==> src/rtl/pkt_rx_pkg.sv <==
package pkt_rx_pkg;

    localparam int          BYTE_W        = 8;
    localparam int          CRC_W         = 32;
    localparam int          LEN_W         = 16;
    localparam int          CRC_BYTES     = CRC_W / BYTE_W;
    localparam logic [31:0] CRC_POLY_REFL = 32'hEDB88320;
    localparam logic [31:0] CRC_SEED      = 32'hFFFFFFFF;

    typedef enum logic [1:0] {
        RESP_NONE = 2'b00,
        RESP_ACK  = 2'b01,
        RESP_NACK = 2'b10
    } resp_e;

    typedef enum logic [3:0] {
        ST_IDLE,
        ST_SYNC,
        ST_DST,
        ST_SRC,
        ST_TYPE,
        ST_LENL,
        ST_LENH,
        ST_PAY,
        ST_CRC
    } rx_state_e;

    // One byte through a reflected CRC register, least significant bit first.
    function automatic logic [CRC_W-1:0] crc_byte(input logic [CRC_W-1:0] c,
                                                  input logic [BYTE_W-1:0] d,
                                                  input logic [CRC_W-1:0] poly);
        logic [CRC_W-1:0] r;
        logic             fb;
        r = c;
        for (int i = 0; i < BYTE_W; i++) begin
            fb = r[0] ^ d[i];
            r  = r >> 1;
            if (fb) r = r ^ poly;
        end
        return r;
    endfunction

endpackage

==> src/rtl/pkt_rx_crc32.sv <==
module pkt_rx_crc32
    import pkt_rx_pkg::*;
#(
    parameter logic [CRC_W-1:0] POLY = CRC_POLY_REFL,
    parameter logic [CRC_W-1:0] SEED = CRC_SEED
) (
    input  logic              clk,
    input  logic              rst_n,
    input  logic              clr,
    input  logic              en,
    input  logic [BYTE_W-1:0] data,
    output logic [CRC_W-1:0]  crc
);

    logic [CRC_W-1:0] crc_d, crc_q;

    always_comb begin
        crc_d = crc_q;
        if (clr)     crc_d = SEED;
        else if (en) crc_d = crc_byte(crc_q, data, POLY);
    end

    always_ff @(posedge clk) begin
        if (!rst_n) crc_q <= SEED;
        else        crc_q <= crc_d;
    end

    assign crc = crc_q;

    // the running value only moves on a clear or a byte
    p_crc_hold_r3: assert property (@(posedge clk) disable iff (!rst_n)
        (!clr && !en) |=> $stable(crc_q));

endmodule

==> src/rtl/pkt_rx_sequencer.sv <==
module pkt_rx_sequencer
    import pkt_rx_pkg::*;
#(
    parameter logic [BYTE_W-1:0] SYNC_BYTE  = 8'h96,
    parameter int                SYNC_COUNT = 2
) (
    input  logic              clk,
    input  logic              rst_n,
    input  logic              carrier,
    input  logic              rx_valid,
    input  logic [BYTE_W-1:0] rx_byte,
    input  logic              buf_free,
    output logic              crc_clr,
    output logic              crc_en,
    output logic              end_pulse,
    output logic [BYTE_W-1:0] dst,
    output logic [BYTE_W-1:0] src,
    output logic [BYTE_W-1:0] typ,
    output logic [LEN_W-1:0]  len,
    output logic              space,
    output logic [CRC_W-1:0]  rx_crc
);

    localparam int SC_W = $clog2(SYNC_COUNT + 1);
    localparam int BC_W = $clog2(CRC_BYTES);

    typedef struct packed {
        rx_state_e         st;
        logic [SC_W-1:0]   sync_cnt;
        logic [BYTE_W-1:0] dst;
        logic [BYTE_W-1:0] src;
        logic [BYTE_W-1:0] typ;
        logic [LEN_W-1:0]  len;
        logic [LEN_W-1:0]  cnt;
        logic              space;
        logic [CRC_W-1:0]  rcrc;
    } seq_t;

    seq_t seq_d, seq_q;
    logic take;

    assign take = rx_valid && carrier;

    always_comb begin
        seq_d     = seq_q;
        crc_clr   = 1'b0;
        crc_en    = 1'b0;
        end_pulse = 1'b0;
        if (!carrier && seq_q.st != ST_IDLE) begin
            seq_d.st       = ST_IDLE;
            seq_d.sync_cnt = '0;
        end else begin
            case (seq_q.st)
                ST_IDLE: begin
                    if (carrier) begin
                        seq_d.st       = ST_SYNC;
                        seq_d.sync_cnt = '0;
                    end
                end
                ST_SYNC: begin
                    if (take) begin
                        if (rx_byte == SYNC_BYTE) begin
                            if (seq_q.sync_cnt == SC_W'(SYNC_COUNT - 1)) begin
                                seq_d.st       = ST_DST;
                                seq_d.sync_cnt = '0;
                                crc_clr        = 1'b1;
                            end else begin
                                seq_d.sync_cnt = seq_q.sync_cnt + 1'b1;
                            end
                        end else begin
                            seq_d.sync_cnt = '0;
                        end
                    end
                end
                ST_DST: begin
                    if (take) begin
                        seq_d.dst   = rx_byte;
                        seq_d.space = buf_free;
                        seq_d.st    = ST_SRC;
                        crc_en      = 1'b1;
                    end
                end
                ST_SRC: begin
                    if (take) begin
                        seq_d.src = rx_byte;
                        seq_d.st  = ST_TYPE;
                        crc_en    = 1'b1;
                    end
                end
                ST_TYPE: begin
                    if (take) begin
                        seq_d.typ = rx_byte;
                        seq_d.st  = ST_LENL;
                        crc_en    = 1'b1;
                    end
                end
                ST_LENL: begin
                    if (take) begin
                        seq_d.len[BYTE_W-1:0] = rx_byte;
                        seq_d.st              = ST_LENH;
                        crc_en                = 1'b1;
                    end
                end
                ST_LENH: begin
                    if (take) begin
                        seq_d.len[LEN_W-1:BYTE_W] = rx_byte;
                        crc_en                    = 1'b1;
                        if ({rx_byte, seq_q.len[BYTE_W-1:0]} == '0) begin
                            seq_d.st  = ST_CRC;
                            seq_d.cnt = '0;
                        end else begin
                            seq_d.st  = ST_PAY;
                            seq_d.cnt = {rx_byte, seq_q.len[BYTE_W-1:0]};
                        end
                    end
                end
                ST_PAY: begin
                    if (take) begin
                        crc_en = 1'b1;
                        if (seq_q.cnt == LEN_W'(1)) begin
                            seq_d.st  = ST_CRC;
                            seq_d.cnt = '0;
                        end else begin
                            seq_d.cnt = seq_q.cnt - 1'b1;
                        end
                    end
                end
                ST_CRC: begin
                    if (take) begin
                        seq_d.rcrc = {rx_byte, seq_q.rcrc[CRC_W-1:BYTE_W]};
                        if (seq_q.cnt[BC_W-1:0] == BC_W'(CRC_BYTES - 1)) begin
                            end_pulse = 1'b1;
                            seq_d.st  = ST_IDLE;
                            seq_d.cnt = '0;
                        end else begin
                            seq_d.cnt = seq_q.cnt + 1'b1;
                        end
                    end
                end
                default: seq_d.st = ST_IDLE;
            endcase
        end
    end

    always_ff @(posedge clk) begin
        if (!rst_n) begin
            seq_q    <= '0;
            seq_q.st <= ST_IDLE;
        end else begin
            seq_q <= seq_d;
        end
    end

    assign dst    = seq_q.dst;
    assign src    = seq_q.src;
    assign typ    = seq_q.typ;
    assign len    = seq_q.len;
    assign space  = seq_q.space;
    assign rx_crc = {rx_byte, seq_q.rcrc[CRC_W-1:BYTE_W]};

    // the header is only entered from the sync hunt
    p_hdr_after_sync_r2: assert property (@(posedge clk) disable iff (!rst_n)
        (seq_q.st == ST_DST) |-> ($past(seq_q.st) == ST_SYNC || $past(seq_q.st) == ST_DST));

    // without carrier nothing completes
    p_no_end_idle_r9: assert property (@(posedge clk) disable iff (!rst_n)
        !carrier |-> !end_pulse);

endmodule

==> src/rtl/pkt_rx_ackdec.sv <==
module pkt_rx_ackdec
    import pkt_rx_pkg::*;
#(
    parameter logic [7:0] SYNC_BYTE  = 8'h96,
    parameter int         SYNC_COUNT = 2
) (
    input  logic        clk,
    input  logic        rst_n,
    input  logic        carrier,
    input  logic        rx_valid,
    input  logic [7:0]  rx_byte,
    input  logic [7:0]  my_addr,
    input  logic        buf_free,
    output logic        resp_valid,
    output logic [1:0]  resp_code,
    output logic        pkt_accept,
    output logic [7:0]  hdr_src,
    output logic [7:0]  hdr_type,
    output logic [15:0] hdr_len
);

    typedef struct packed {
        logic              valid;
        resp_e             code;
        logic              accept;
        logic [BYTE_W-1:0] src;
        logic [BYTE_W-1:0] typ;
        logic [LEN_W-1:0]  len;
    } dec_t;

    logic              crc_clr, crc_en, end_pulse, space;
    logic [BYTE_W-1:0] dst, src, typ;
    logic [LEN_W-1:0]  len;
    logic [CRC_W-1:0]  rx_crc, crc_run;
    logic              crc_good, addr_hit;
    dec_t              dec_d, dec_q;

    pkt_rx_sequencer #(
        .SYNC_BYTE  (SYNC_BYTE),
        .SYNC_COUNT (SYNC_COUNT)
    ) i_seq (
        .clk       (clk),
        .rst_n     (rst_n),
        .carrier   (carrier),
        .rx_valid  (rx_valid),
        .rx_byte   (rx_byte),
        .buf_free  (buf_free),
        .crc_clr   (crc_clr),
        .crc_en    (crc_en),
        .end_pulse (end_pulse),
        .dst       (dst),
        .src       (src),
        .typ       (typ),
        .len       (len),
        .space     (space),
        .rx_crc    (rx_crc)
    );

    pkt_rx_crc32 i_crc (
        .clk   (clk),
        .rst_n (rst_n),
        .clr   (crc_clr),
        .en    (crc_en),
        .data  (rx_byte),
        .crc   (crc_run)
    );

    assign crc_good = (rx_crc == ~crc_run);
    assign addr_hit = (dst == my_addr);

    always_comb begin
        dec_d = '0;
        if (end_pulse) begin
            dec_d.valid = 1'b1;
            dec_d.src   = src;
            dec_d.typ   = typ;
            dec_d.len   = len;
            if (!crc_good || !addr_hit) begin
                dec_d.code = RESP_NONE;
            end else if (space) begin
                dec_d.code   = RESP_ACK;
                dec_d.accept = 1'b1;
            end else begin
                dec_d.code = RESP_NACK;
            end
        end
    end

    always_ff @(posedge clk) begin
        if (!rst_n) dec_q <= '0;
        else        dec_q <= dec_d;
    end

    assign resp_valid = dec_q.valid;
    assign resp_code  = dec_q.code;
    assign pkt_accept = dec_q.accept;
    assign hdr_src    = dec_q.src;
    assign hdr_type   = dec_q.typ;
    assign hdr_len    = dec_q.len;

    p_quiet_r1: assert property (@(posedge clk) disable iff (!rst_n)
        !resp_valid |-> (resp_code == RESP_NONE && !pkt_accept));

    p_accept_ack_r4: assert property (@(posedge clk) disable iff (!rst_n)
        pkt_accept |-> (resp_valid && resp_code == RESP_ACK));

    p_legal_code_r6: assert property (@(posedge clk) disable iff (!rst_n)
        resp_valid |-> (resp_code != 2'b11));

    p_drop_silent_r9: assert property (@(posedge clk) disable iff (!rst_n)
        !carrier |=> !resp_valid);

    p_one_cycle_r11: assert property (@(posedge clk) disable iff (!rst_n)
        resp_valid |=> !resp_valid);

endmodule

==> config.mk <==
export PLATFORM = sky130hd
export DESIGN_NAME = pkt_rx_ackdec
export DESIGN_NICKNAME = d
export VERILOG_FILES = /design/src/rtl/pkt_rx_pkg.sv /design/src/rtl/pkt_rx_crc32.sv /design/src/rtl/pkt_rx_sequencer.sv /design/src/rtl/pkt_rx_ackdec.sv
export SDC_FILE = /design/constraint.sdc
export NUM_CORES = 1
export LEC_CHECK = 0
export ABC_AREA = 1
export BUFFER_PORTS_ARGS = -buffer_cell sky130_fd_sc_hd__buf_2
export CAP_MARGIN = 20
export CELL_PAD_IN_SITES_DETAIL_PLACEMENT = 1
export CELL_PAD_IN_SITES_GLOBAL_PLACEMENT = 1
export CORE_ASPECT_RATIO = 0.6
export CORE_MARGIN = 3
export CORE_UTILIZATION = 44
export DETAILED_ROUTE_END_ITERATION = 10
export PLACE_DENSITY_LB_ADDON = 0.1
export SYNTH_ARGS = -nofsm -noshare
export SYNTH_HDL_FRONTEND = slang
export SYNTH_SLANG_ARGS = --single-unit
==> constraint.sdc <==
create_clock -name clk -period 1.7 [get_ports clk]
set_clock_uncertainty 0.05 [all_clocks]
set_input_delay 0.34 -clock clk [delete_from_list [all_inputs] [get_ports clk]]
set_output_delay 0.34 -clock clk [all_outputs]
set_load 0.02 [all_outputs]
==> results of run 1 <==
[worst max-delay path, stage by stage (launching register included)]
cell and delay (ns):
dfxtp_2 0.33, inv_1 0.15, nand2_1 0.11, nand2_2 0.12
buf_4 0.19, nand2_1 0.08, a21o_1 0.19, nand2_1 0.06
nand2_1 0.09, nand4_1 0.12, nand3_1 0.12
[logic make-up (layout without fill, tap and decap cells)]
| group | Yosys count | in the layout | share of synthesized area (%) |
|---|---|---|---|
| adder cells (fa/ha/maj) | 3 | 3 | 0.480 |
| flip-flops | 154 | 154 | 39.4 |
| buffers and inverters | 174 | 352 | 9.89 |
| AO/OA/AOI/OAI | 245 | 245 | 17.0 |
| XOR/XNOR | 71 | 71 | 8.87 |
| AND/OR/NAND/NOR | 443 | 443 | 24.3 |
[area by class of cell]
| class | count | area [µm²] | share of cell area, % |
|---|---|---|---|
| clock inverter | 11 | 159 | 1.55 |
| inverter | 126 | 480 | 4.69 |
| multi-input combinational | 762 | 4250 | 41.5 |
| timing repair buffer | 194 | 1480 | 14.5 |
| tap | 234 | 293 | 2.86 |
| clock buffer | 21 | 460 | 4.49 |
| sequential | 154 | 3120 | 30.5 |
[layout by cell type (no fill, tap or decap), types with 3 or more instances in the layout]
cell	count
nand2_1	204
dfxtp_1	134
buf_4	123
inv_1	109
nor2_1	109
a21oi_1	107
o21ai_0	93
buf_2	56
nand3_1	49
xor2_1	37
xnor2_1	21
clkbuf_16	19
nand2_2	17
nor2_4	16
inv_2	14
o21ai_1	14
dfxtp_2	14
nand4_1	11
nor2_2	11
nor3_1	9
buf_12	9
o211ai_1	8
xor2_2	7
dfxtp_4	6
o221ai_1	5
o211ai_2	4
o22ai_1	4
clkinv_4	4
inv_4	3
xnor2_4	3
nand3_4	3
nor3_4	3
nand2_4	3
bufinv_16	3
inv_6	3
buf_6	3
[power breakdown]
| group | switching (mW) | internal, mW |
|---|---|---|
| sequential | 0.270 | 3.83 |
| clock | 1.70 | 2.41 |
| combinational | 2.21 | 1.36 |
[worst min-delay path by stage]
stage	from	to	cells past startpoint	slack, ns
finish	buf_free	i_seq.space$_SDFFE_PN0P_	3	0.22
detailed placement	i_seq.space$_SDFFE_PN0P_	resp_code[1]$_SDFF_PP0_	1	0.38
floorplan	i_seq.space$_SDFFE_PN0P_	resp_code[1]$_SDFF_PP0_	1	0.34
global route	buf_free	i_seq.space$_SDFFE_PN0P_	3	0.24
global placement	i_seq.space$_SDFFE_PN0P_	resp_code[1]$_SDFF_PP0_	1	0.35
CTS	buf_free	i_seq.space$_SDFFE_PN0P_	3	0.22
[flip-flops by register name, summed over array words and instances, names as in the netlist]
signal / count
i_seq.seq_q: 22
i_seq.dst: 8
i_seq.typ: 8
i_seq.src: 8
i_crc.crc: 32
resp_code: 2
resp_valid: 1
hdr_src: 8
i_seq.space: 1
i_seq.rx_crc: 24
i_seq.len: 16
hdr_type: 8
hdr_len: 16
[metrics by stage]
step	total power, mW	hold WS, ns	cells
floorplan	5.99	0.342	1090
global placement	7.13	0.350	1459
detailed placement	7.25	0.381	1459
CTS	11.4	0.217	1491
global route	12.2	0.245	1502
finish	11.8	0.217	1502
[repair_timing]
item / CTS / global route
gates resized for setup: 25 / 92
hold endpoints to repair: 0 / 0
setup endpoints to repair: 43 / 46
gates cloned: 0 / 2
setup buffers: 0 / 9
pin swaps: 0 / 22
[routing by layer]
layer  track usage [%]  up-vias  share of wire, %
met5                 0        -             0.036
met4              7.67        2               1.4
met3              6.16       40               8.9
met2              45.1      350                42
met1              48.9     4099                48
li1                  -     3832                 -
[cells in the mapped netlist, types with 10 or more instances]
library cell  instances
nand2_1             215
dfxtp_1             154
nor2_1              129
inv_1               116
a21oi_1             108
o21ai_0             101
nand3_1              53
xor2_1               42
xnor2_1              24
clkbuf_1             19
nand4_1              11
buf_2                10
nor3_1               10
==> run summary, run 1 <==
status = finished, violations left
failing checks = negative setup slack
Seq/Total Area, Yosys = 39.4%
Clock transition at path regs = 0.06 ns
crit path to = i_crc.crc[20]$_SDFFE_PP1P_
Cell Rows = 37
Via Count = 8,323
port bufs = 56
top cell type by total area after synthesis = dfxtp_1
GRT Residual Overflow = 0
# IOs = 57
fmax = 0.578 GHz
r2r setup slk = -0.03 ns
crit path from = i_crc.crc[0]$_SDFFE_PP1P_
Core ar. = 0.0173 mm²
Mapped Area = 0.00782 mm²
Post-Place Setup Slack = -0.264 ns
clock buffer depth = 2
pin count of the biggest net entering global routing = 34
final hold viol count = 0
leading register cell type out of synthesis = dfxtp_1
Area Overhead vs Synth = 31.1%
largest cells by area after synthesis = dfxtp_1 (39%), nand2_1 (10%), a21oi_1 (6.9%)
CP endpoint kind = flop
CTS H-tree depth = 4
Post-route DRC = 0
CP required = 1.95 ns
Fill cells = 2,169
startpoint types = flop
crit-path max FO = 5
antenna cell count = 0
die height = 109 µm
routability cong. = 0.926
Fin Setup TNS = -0.0458 ns
r2r endpoint = i_crc.crc[20]$_SDFFE_PP1P_
nets = 1,279
PD cells = 1150 mW/mm²
drt wl/cell = 21.9 µm
router iterations before antenna repair = 5
Syn Area/Cell = 7.17 µm²
Reg2Reg Depth = 10
YS warnings = 0
Worst-Skew Late Latency = 0.44 ns
WS Path Type = reg2reg
Tot GR Track Use = 31.8%
Final Core Density = 59.3%
Initial Util = 45.3%
Cell Area, Placed = 0.00915 mm²
total wire length = 33.0 mm
share of cells above drive strength 1 = 27.0%
hold crit path type = in2reg
global-route wire length before repair = 46.5 mm
CTS tree = done
area fraction of the dominant cell type after synthesis = 39.4%
Pins Over Slew Limit = 0
Leak Pwr = 4.48 nW
VDD IR max = 0.644 mV
RR Startpoint = i_crc.crc[0]$_SDFFE_PP1P_
Yosys reg bits = 154
Root Driver = clkbuf_16
worst endpoint data arrival time = 1.98 ns
HPWL Detailed = 22.6 mm
minimum period implied by the final worst setup slack = 1.73 ns
unrepaired setup endpoints after global routing = yes
TritonCTS buffer count = 17
final setup fails = 2
EDFF count, synth = 0
Synth Net Count = 1,114
cell area after layout = 0.0102 mm²
Post-CTS Hold Fix Bufs = 0
actual slew at the worst max-slew pin = 0.443 ns
clk sinks = 154
Slew Limit Headroom = 70.4%
period utilisation layout = 102%
vias in the first global route = 7,973
ys async rst share = 0%
Via-to-Cell Ratio = 5.54
total of max-cap violations = 0
Cells after Synth = 1,090
die width = 178 µm
Detailed Route Iter0 Violations = 901
slack of the critical path = -0.0287 ns
Final ANT Viol Nets = 0
Netlist cell types = 43
initial antenna violation count = 1
die footprint = 0.0195 mm²
(Power assumes the default switching activity.)
==> run 2, diff against run 1 <==
--- a/config.mk
+++ b/config.mk
@@ -8,13 +8,12 @@
 export ABC_AREA = 1
 export BUFFER_PORTS_ARGS = -buffer_cell sky130_fd_sc_hd__buf_2
 export CAP_MARGIN = 20
-export CELL_PAD_IN_SITES_DETAIL_PLACEMENT = 1
-export CELL_PAD_IN_SITES_GLOBAL_PLACEMENT = 1
 export CORE_ASPECT_RATIO = 0.6
 export CORE_MARGIN = 3
-export CORE_UTILIZATION = 44
+export CORE_UTILIZATION = 50
 export DETAILED_ROUTE_END_ITERATION = 10
-export PLACE_DENSITY_LB_ADDON = 0.1
+export PLACE_DENSITY = 0.68
+export SKIP_CTS_REPAIR_TIMING = 1
 export SYNTH_ARGS = -nofsm -noshare
 export SYNTH_HDL_FRONTEND = slang
 export SYNTH_SLANG_ARGS = --single-unit
==> run 2 against run 1 <==
The flow still finishes with violations (negative setup slack). Critical endpoint is now i_crc.crc[5]$_SDFFE_PP1P_. Cell area is 2.5% lower. Combinational power is 7.0% lower. Global-route usage is 4.4 points lower. Sequential cell count stayed put. Hold slack worse by 0.039 ns. Total power is 4.7% lower. Highest routed layer is now met4. Die area is 11% lower. Core utilization is 7.8 points higher. Critical path type unchanged. Sequential share of layout area is 0.60 points higher.
==> run summary, run 2 (synthesis results as in run 1) <==
status = finished, violations left
failing checks = negative setup slack
Core ar. = 0.0149 mm²
Area Overhead vs Synth = 27.8%
fmax = 0.582 GHz
# IOs = 57
most frequent cells in the layout = nand2_1 (206), dfxtp_1 (142), inv_1 (114), nor2_1 (114), buf_4 (112)
RR Startpoint = i_crc.crc[4]$_SDFFE_PP1P_
commonest non-fill, non-tap cell in the layout = nand2_1
Leak Pwr = 4.43 nW
HPWL Detailed = 17.6 mm
max reg flops = 32
Finished Layout Cells = 1,456
Clock transition at path regs = 0.07 ns
total of max-cap violations = 0
final hold viol count = 0
dpl cells = 1,414
port bufs = 56
Slew Limit Headroom = 77.8%
Worst-Skew Late Latency = 0.43 ns
minimum period implied by the final worst setup slack = 1.72 ns
worst endpoint data arrival time = 1.98 ns
actual slew at the worst max-slew pin = 0.332 ns
Via-to-Cell Ratio = 5.28
Worst Hold Path Cells = 3
clk sinks = 154
final setup fails = 1
total wire length = 23.9 mm
die height = 103 µm
Root Driver = clkbuf_16
Reg2Reg Depth = 7
antenna cell count = 0
TritonCTS buffer count = 17
period utilisation layout = 101%
slack of the critical path = -0.0184 ns
Initial Util = 52.5%
overall power = 11.2 mW
cell area after layout = 0.00999 mm²
hold slack final = 0.178 ns
die width = 167 µm
hold crit path type = in2reg
Worst Hold Launch = buf_free
nets = 1,269
crit path from = i_crc.crc[4]$_SDFFE_PP1P_
vias in the first global route = 6,725
global-route wire length before repair = 36.8 mm
share of cells above drive strength 1 = 24.2%
crit-path max FO = 5
PD cells = 1120 mW/mm²
initial antenna violation count = 0
CP required = 1.96 ns
router iterations before antenna repair = 6
Pins Over Slew Limit = 0
Cell Rows = 34
Final ANT Viol Nets = 0
CP endpoint kind = flop
Via Count = 7,687
Cell Area, Placed = 0.00911 mm²
drt wl/cell = 16.4 µm
GRT Residual Overflow = 0
routability cong. = 0.989
die footprint = 0.0172 mm²
CTS H-tree depth = 4
clock buffer depth = 2
VDD IR max = 0.590 mV
Detailed Route Iter0 Violations = 872
Post-route DRC = 0
pin count of the biggest net entering global routing = 64
Tot GR Track Use = 27.4%
WS Path Type = reg2reg
CTS tree = done
Post-Place Setup Slack = -0.343 ns
startpoint types = flop
unrepaired setup endpoints after global routing = yes
-- run 2: changes by cell type in the layout (fill, tap and decap cells not counted), moves of 4 or more --
cell      before  now
nor2_2        11   15
dfxtp_1      134  142
clkinv_8       0    5
nor2_4        16    7
buf_4        123  112
nor2_1       109  114
inv_8          0    4
inv_1        109  114
buf_12         9   15
dfxtp_2       14    9
inv_2         14   10
-- run 2: power breakdown --
group	total (mW)	internal [mW]	switching [mW]	leakage, nW
Clock	3.86	1.99	1.87	0.286
Combinational	3.32	1.36	1.95	2.89
Sequential	4.05	3.82	0.227	1.25
-- run 2: area by class of cell --
class,instances,area [µm²]
sequential,154,3110
clock buffer,17,425
fill,1271,4900
tap,198,248
clock inverter,15,176
inverter,126,478
multi-input combinational,763,4140
timing repair buffer,183,1420
-- run 2: metal layers --
| metal | vias to the layer above | share of wire [%] | GRT usage, % |
|---|---|---|---|
| li1 | 3807 | - | - |
| met1 | 3496 | 51 | 43.4 |
| met2 | 364 | 37 | 36.3 |
| met3 | 20 | 12 | 7.59 |
| met4 | 0 | 0.79 | 5.59 |
| met5 | - | 0 | 0 |
-- run 2: critical path: stages (launching register included) --
cell,delay [ns]
dfxtp_1,0.51
xnor2_4,0.21
xor2_1,0.24
buf_4,0.20
nand2_1,0.06
and2_1,0.19
nand3_1,0.08
o211ai_1,0.07
-- run 2: stage by stage --
step / setup TNS [ns] / utilization [%]
after floorplan: 0 / -
after global placement: -8.87 / 61.2
after detailed placement: -10.88 / 61.2
after CTS: -0.388 / 65.2
after global routing: -0.285 / 67.1
final: -0.0184 / 67.1
-- run 2: worst paths after layout --
check / to / slack (ns)
setup / recovery: i_crc.crc[5]$_SDFFE_PP1P_ / -0.02
hold / removal: i_seq.space$_SDFFE_PN0P_ / 0.18
setup reg to reg: i_crc.crc[5]$_SDFFE_PP1P_ / -0.02
hold reg to reg: resp_code[1]$_SDFF_PP0_ / 0.37
==> run 3, diff against run 2 <==
--- a/config.mk
+++ b/config.mk
@@ -11,8 +11,10 @@
 export CORE_ASPECT_RATIO = 0.6
 export CORE_MARGIN = 3
 export CORE_UTILIZATION = 50
+export CTS_CLUSTER_SIZE = 30
 export DETAILED_ROUTE_END_ITERATION = 10
 export PLACE_DENSITY = 0.68
+export SETUP_SLACK_MARGIN = 0.1
 export SKIP_CTS_REPAIR_TIMING = 1
 export SYNTH_ARGS = -nofsm -noshare
 export SYNTH_HDL_FRONTEND = slang
==> run 3 against run 2 <==
The run now ends clean. Register-to-register slack better by 0.03 ns. Via count is 2.2% higher. Combinational power is 6.3% higher. Hold slack worse by 0.0068 ns. Critical path depth is 5 higher. Non-clock buffer count is 8 higher. Global-route usage stayed put. Fmax is 2.0% higher. Setup slack better by 0.034 ns. Final cell count is 0.62% higher. Count of clock-buffer cells in the layout stayed put. Sequential cell count stayed put. Critical path type unchanged. Largest cell class unchanged. Largest power group unchanged. Highest routed layer unchanged.
==> run summary, run 3 (synthesis results as in run 1) <==
status = finished clean
crit-path max FO = 5
Final Core Density = 70.4%
fmax = 0.594 GHz
Post-route DRC = 0
Core ar. = 0.0149 mm²
Pins Over Slew Limit = 0
CP max stage delay = 0.41 ns
most frequent cells in the layout = nand2_1 (185), dfxtp_1 (130), inv_1 (110)
routability cong. = 0.989
period utilisation layout = 99.1%
Fill cells = 1,166
TritonCTS buffer count = 17
Clock transition at path regs = 0.07 ns
critical path, cell by cell = nand2_4 -> nor3_4 -> buf_6 -> nor2_4 -> inv_2 -> buf_6 -> buf_4 -> o21ai_2 -> nand2_1 -> nand2_1 -> nand2_1 -> nor2_2
met1 Track Usage GR = 43.4%
CTS H-tree depth = 4
Cell Rows = 34
most used cell, CP = nand2_1
drt wl/cell = 17.0 µm
clk sinks = 154
RR Startpoint = i_seq.seq_q[91]$_SDFFE_PP0P_
Via-to-Cell Ratio = 5.36
Leak Pwr = 4.58 nW
Via Count = 7,856
final setup fails = 0
worst endpoint data arrival time = 1.96 ns
Detailed Route Iter0 Violations = 1,001
router iterations before antenna repair = 8
VDD IR max = 0.595 mV
Worst-Skew Late Latency = 0.43 ns
Area Overhead vs Synth = 34.1%
total wire length = 25.0 mm
Root Driver = clkbuf_16
Initial Util = 52.5%
final hold viol count = 0
PD cells = 1100 mW/mm²
Tot GR Track Use = 27.4%
WP buf/inv = 4
actual slew at the worst max-slew pin = 0.377 ns
port bufs = 56
startpoint types = flop
hold crit path type = in2reg
die width = 167 µm
nets = 1,278
unrepaired setup endpoints after global routing = yes
antenna cell count = 0
initial antenna violation count = 0
max reg flops = 32
# IOs = 57
die height = 103 µm
Final ANT Viol Nets = 0
minimum period implied by the final worst setup slack = 1.68 ns
CP required = 1.97 ns
total of max-cap violations = 0
HPWL Detailed = 17.6 mm
commonest non-fill, non-tap cell in the layout = nand2_1
Crit-path slowest cell = dfxtp_4
clock buffer depth = 2
critical path's top delay family = simple AND/OR/NAND/NOR gates
GRT Residual Overflow = 0
share of cells above drive strength 1 = 30.9%
gr busiest metal = met1
vias in the first global route = 6,725
Worst Hold Launch = buf_free
pin count of the biggest net entering global routing = 64
M3 GR Usage = 7.59%
CTS tree = done
global-route wire length before repair = 36.8 mm
die footprint = 0.0172 mm²
met2 usage = 36.3%
Slew Limit Headroom = 74.8%
WS Path Type = reg2reg
crit path from = i_seq.seq_q[91]$_SDFFE_PP0P_
Fin Setup TNS = 0 ns
CP endpoint kind = flop
## run 3: cell types whose count changed in the layout (fill, tap and decap cells not counted), moves of 8 or more
cell / previous run / this run
dfxtp_1: 142 / 130
o21ai_2: 1 / 10
nand2_2: 15 / 28
nor2_4: 7 / 17
buf_6: 0 / 11
nor2_1: 114 / 105
dfxtp_2: 9 / 18
nand2_1: 206 / 185
o21ai_0: 93 / 85
## run 3: layout make-up
type	instances	area, µm²	area share (%)
clock buffer	17	425	4.06
clock inverter	15	176	1.68
inverter	126	493	4.70
multi-input combinational	763	4480	42.8
sequential	154	3130	29.8
tap	198	248	2.36
timing repair buffer	191	1520	14.5
timing repair inverter	1	6.26	0.0597
## run 3: worst reg2reg max path, cell delays in order, from the launching register on
cell and delay, ns:
dfxtp_4 0.41, nand2_4 0.07, nor3_4 0.20, buf_6 0.14, nor2_4 0.04, inv_2 0.09, buf_6 0.13, buf_4 0.12
o21ai_2 0.05, nand2_1 0.07, nand2_1 0.08, nand2_1 0.09, nor2_2 0.05
## run 3: worst paths after layout
check | endpoint | slack, ns | cells after the start
min | i_seq.space$_SDFFE_PN0P_ | 0.17 | 3
min reg2reg | resp_code[1]$_SDFF_PP0_ | 0.37 | 1
max reg2reg | i_seq.seq_q[43]$_SDFFE_PN0P_ | 0.02 | 12
max | i_seq.seq_q[43]$_SDFFE_PN0P_ | 0.02 | 12
## run 3: where the power goes
group          internal, mW  leakage (nW)  switching [mW]
clock                  1.99         0.286            1.88
combinational          1.46          3.05            2.06
sequential             3.83          1.25           0.254
## run 3: per-stage QoR
step	area [µm²]	setup slack (ns)	hold WS, ns	cells	total power, mW
2_1_floorplan	7820	0.107	0.342	1090	5.99
6_report	10500	0.0161	0.172	1465	11.5
3_5_place_dp	9110	-0.343	0.356	1414	7.08
3_3_place_gp	9110	-0.293	0.349	1414	7.06
4_1_cts	9710	-0.0887	0.159	1446	10.9
5_1_grt	10500	-0.0409	0.184	1465	12.0
## run 3: routing by layer
metal  wire [µm]  vias to the layer above
met5           0                        -
met4         263                        0
met3        2890                       26
met2        9570                      374
met1       12200                     3624
li1            -                     3832
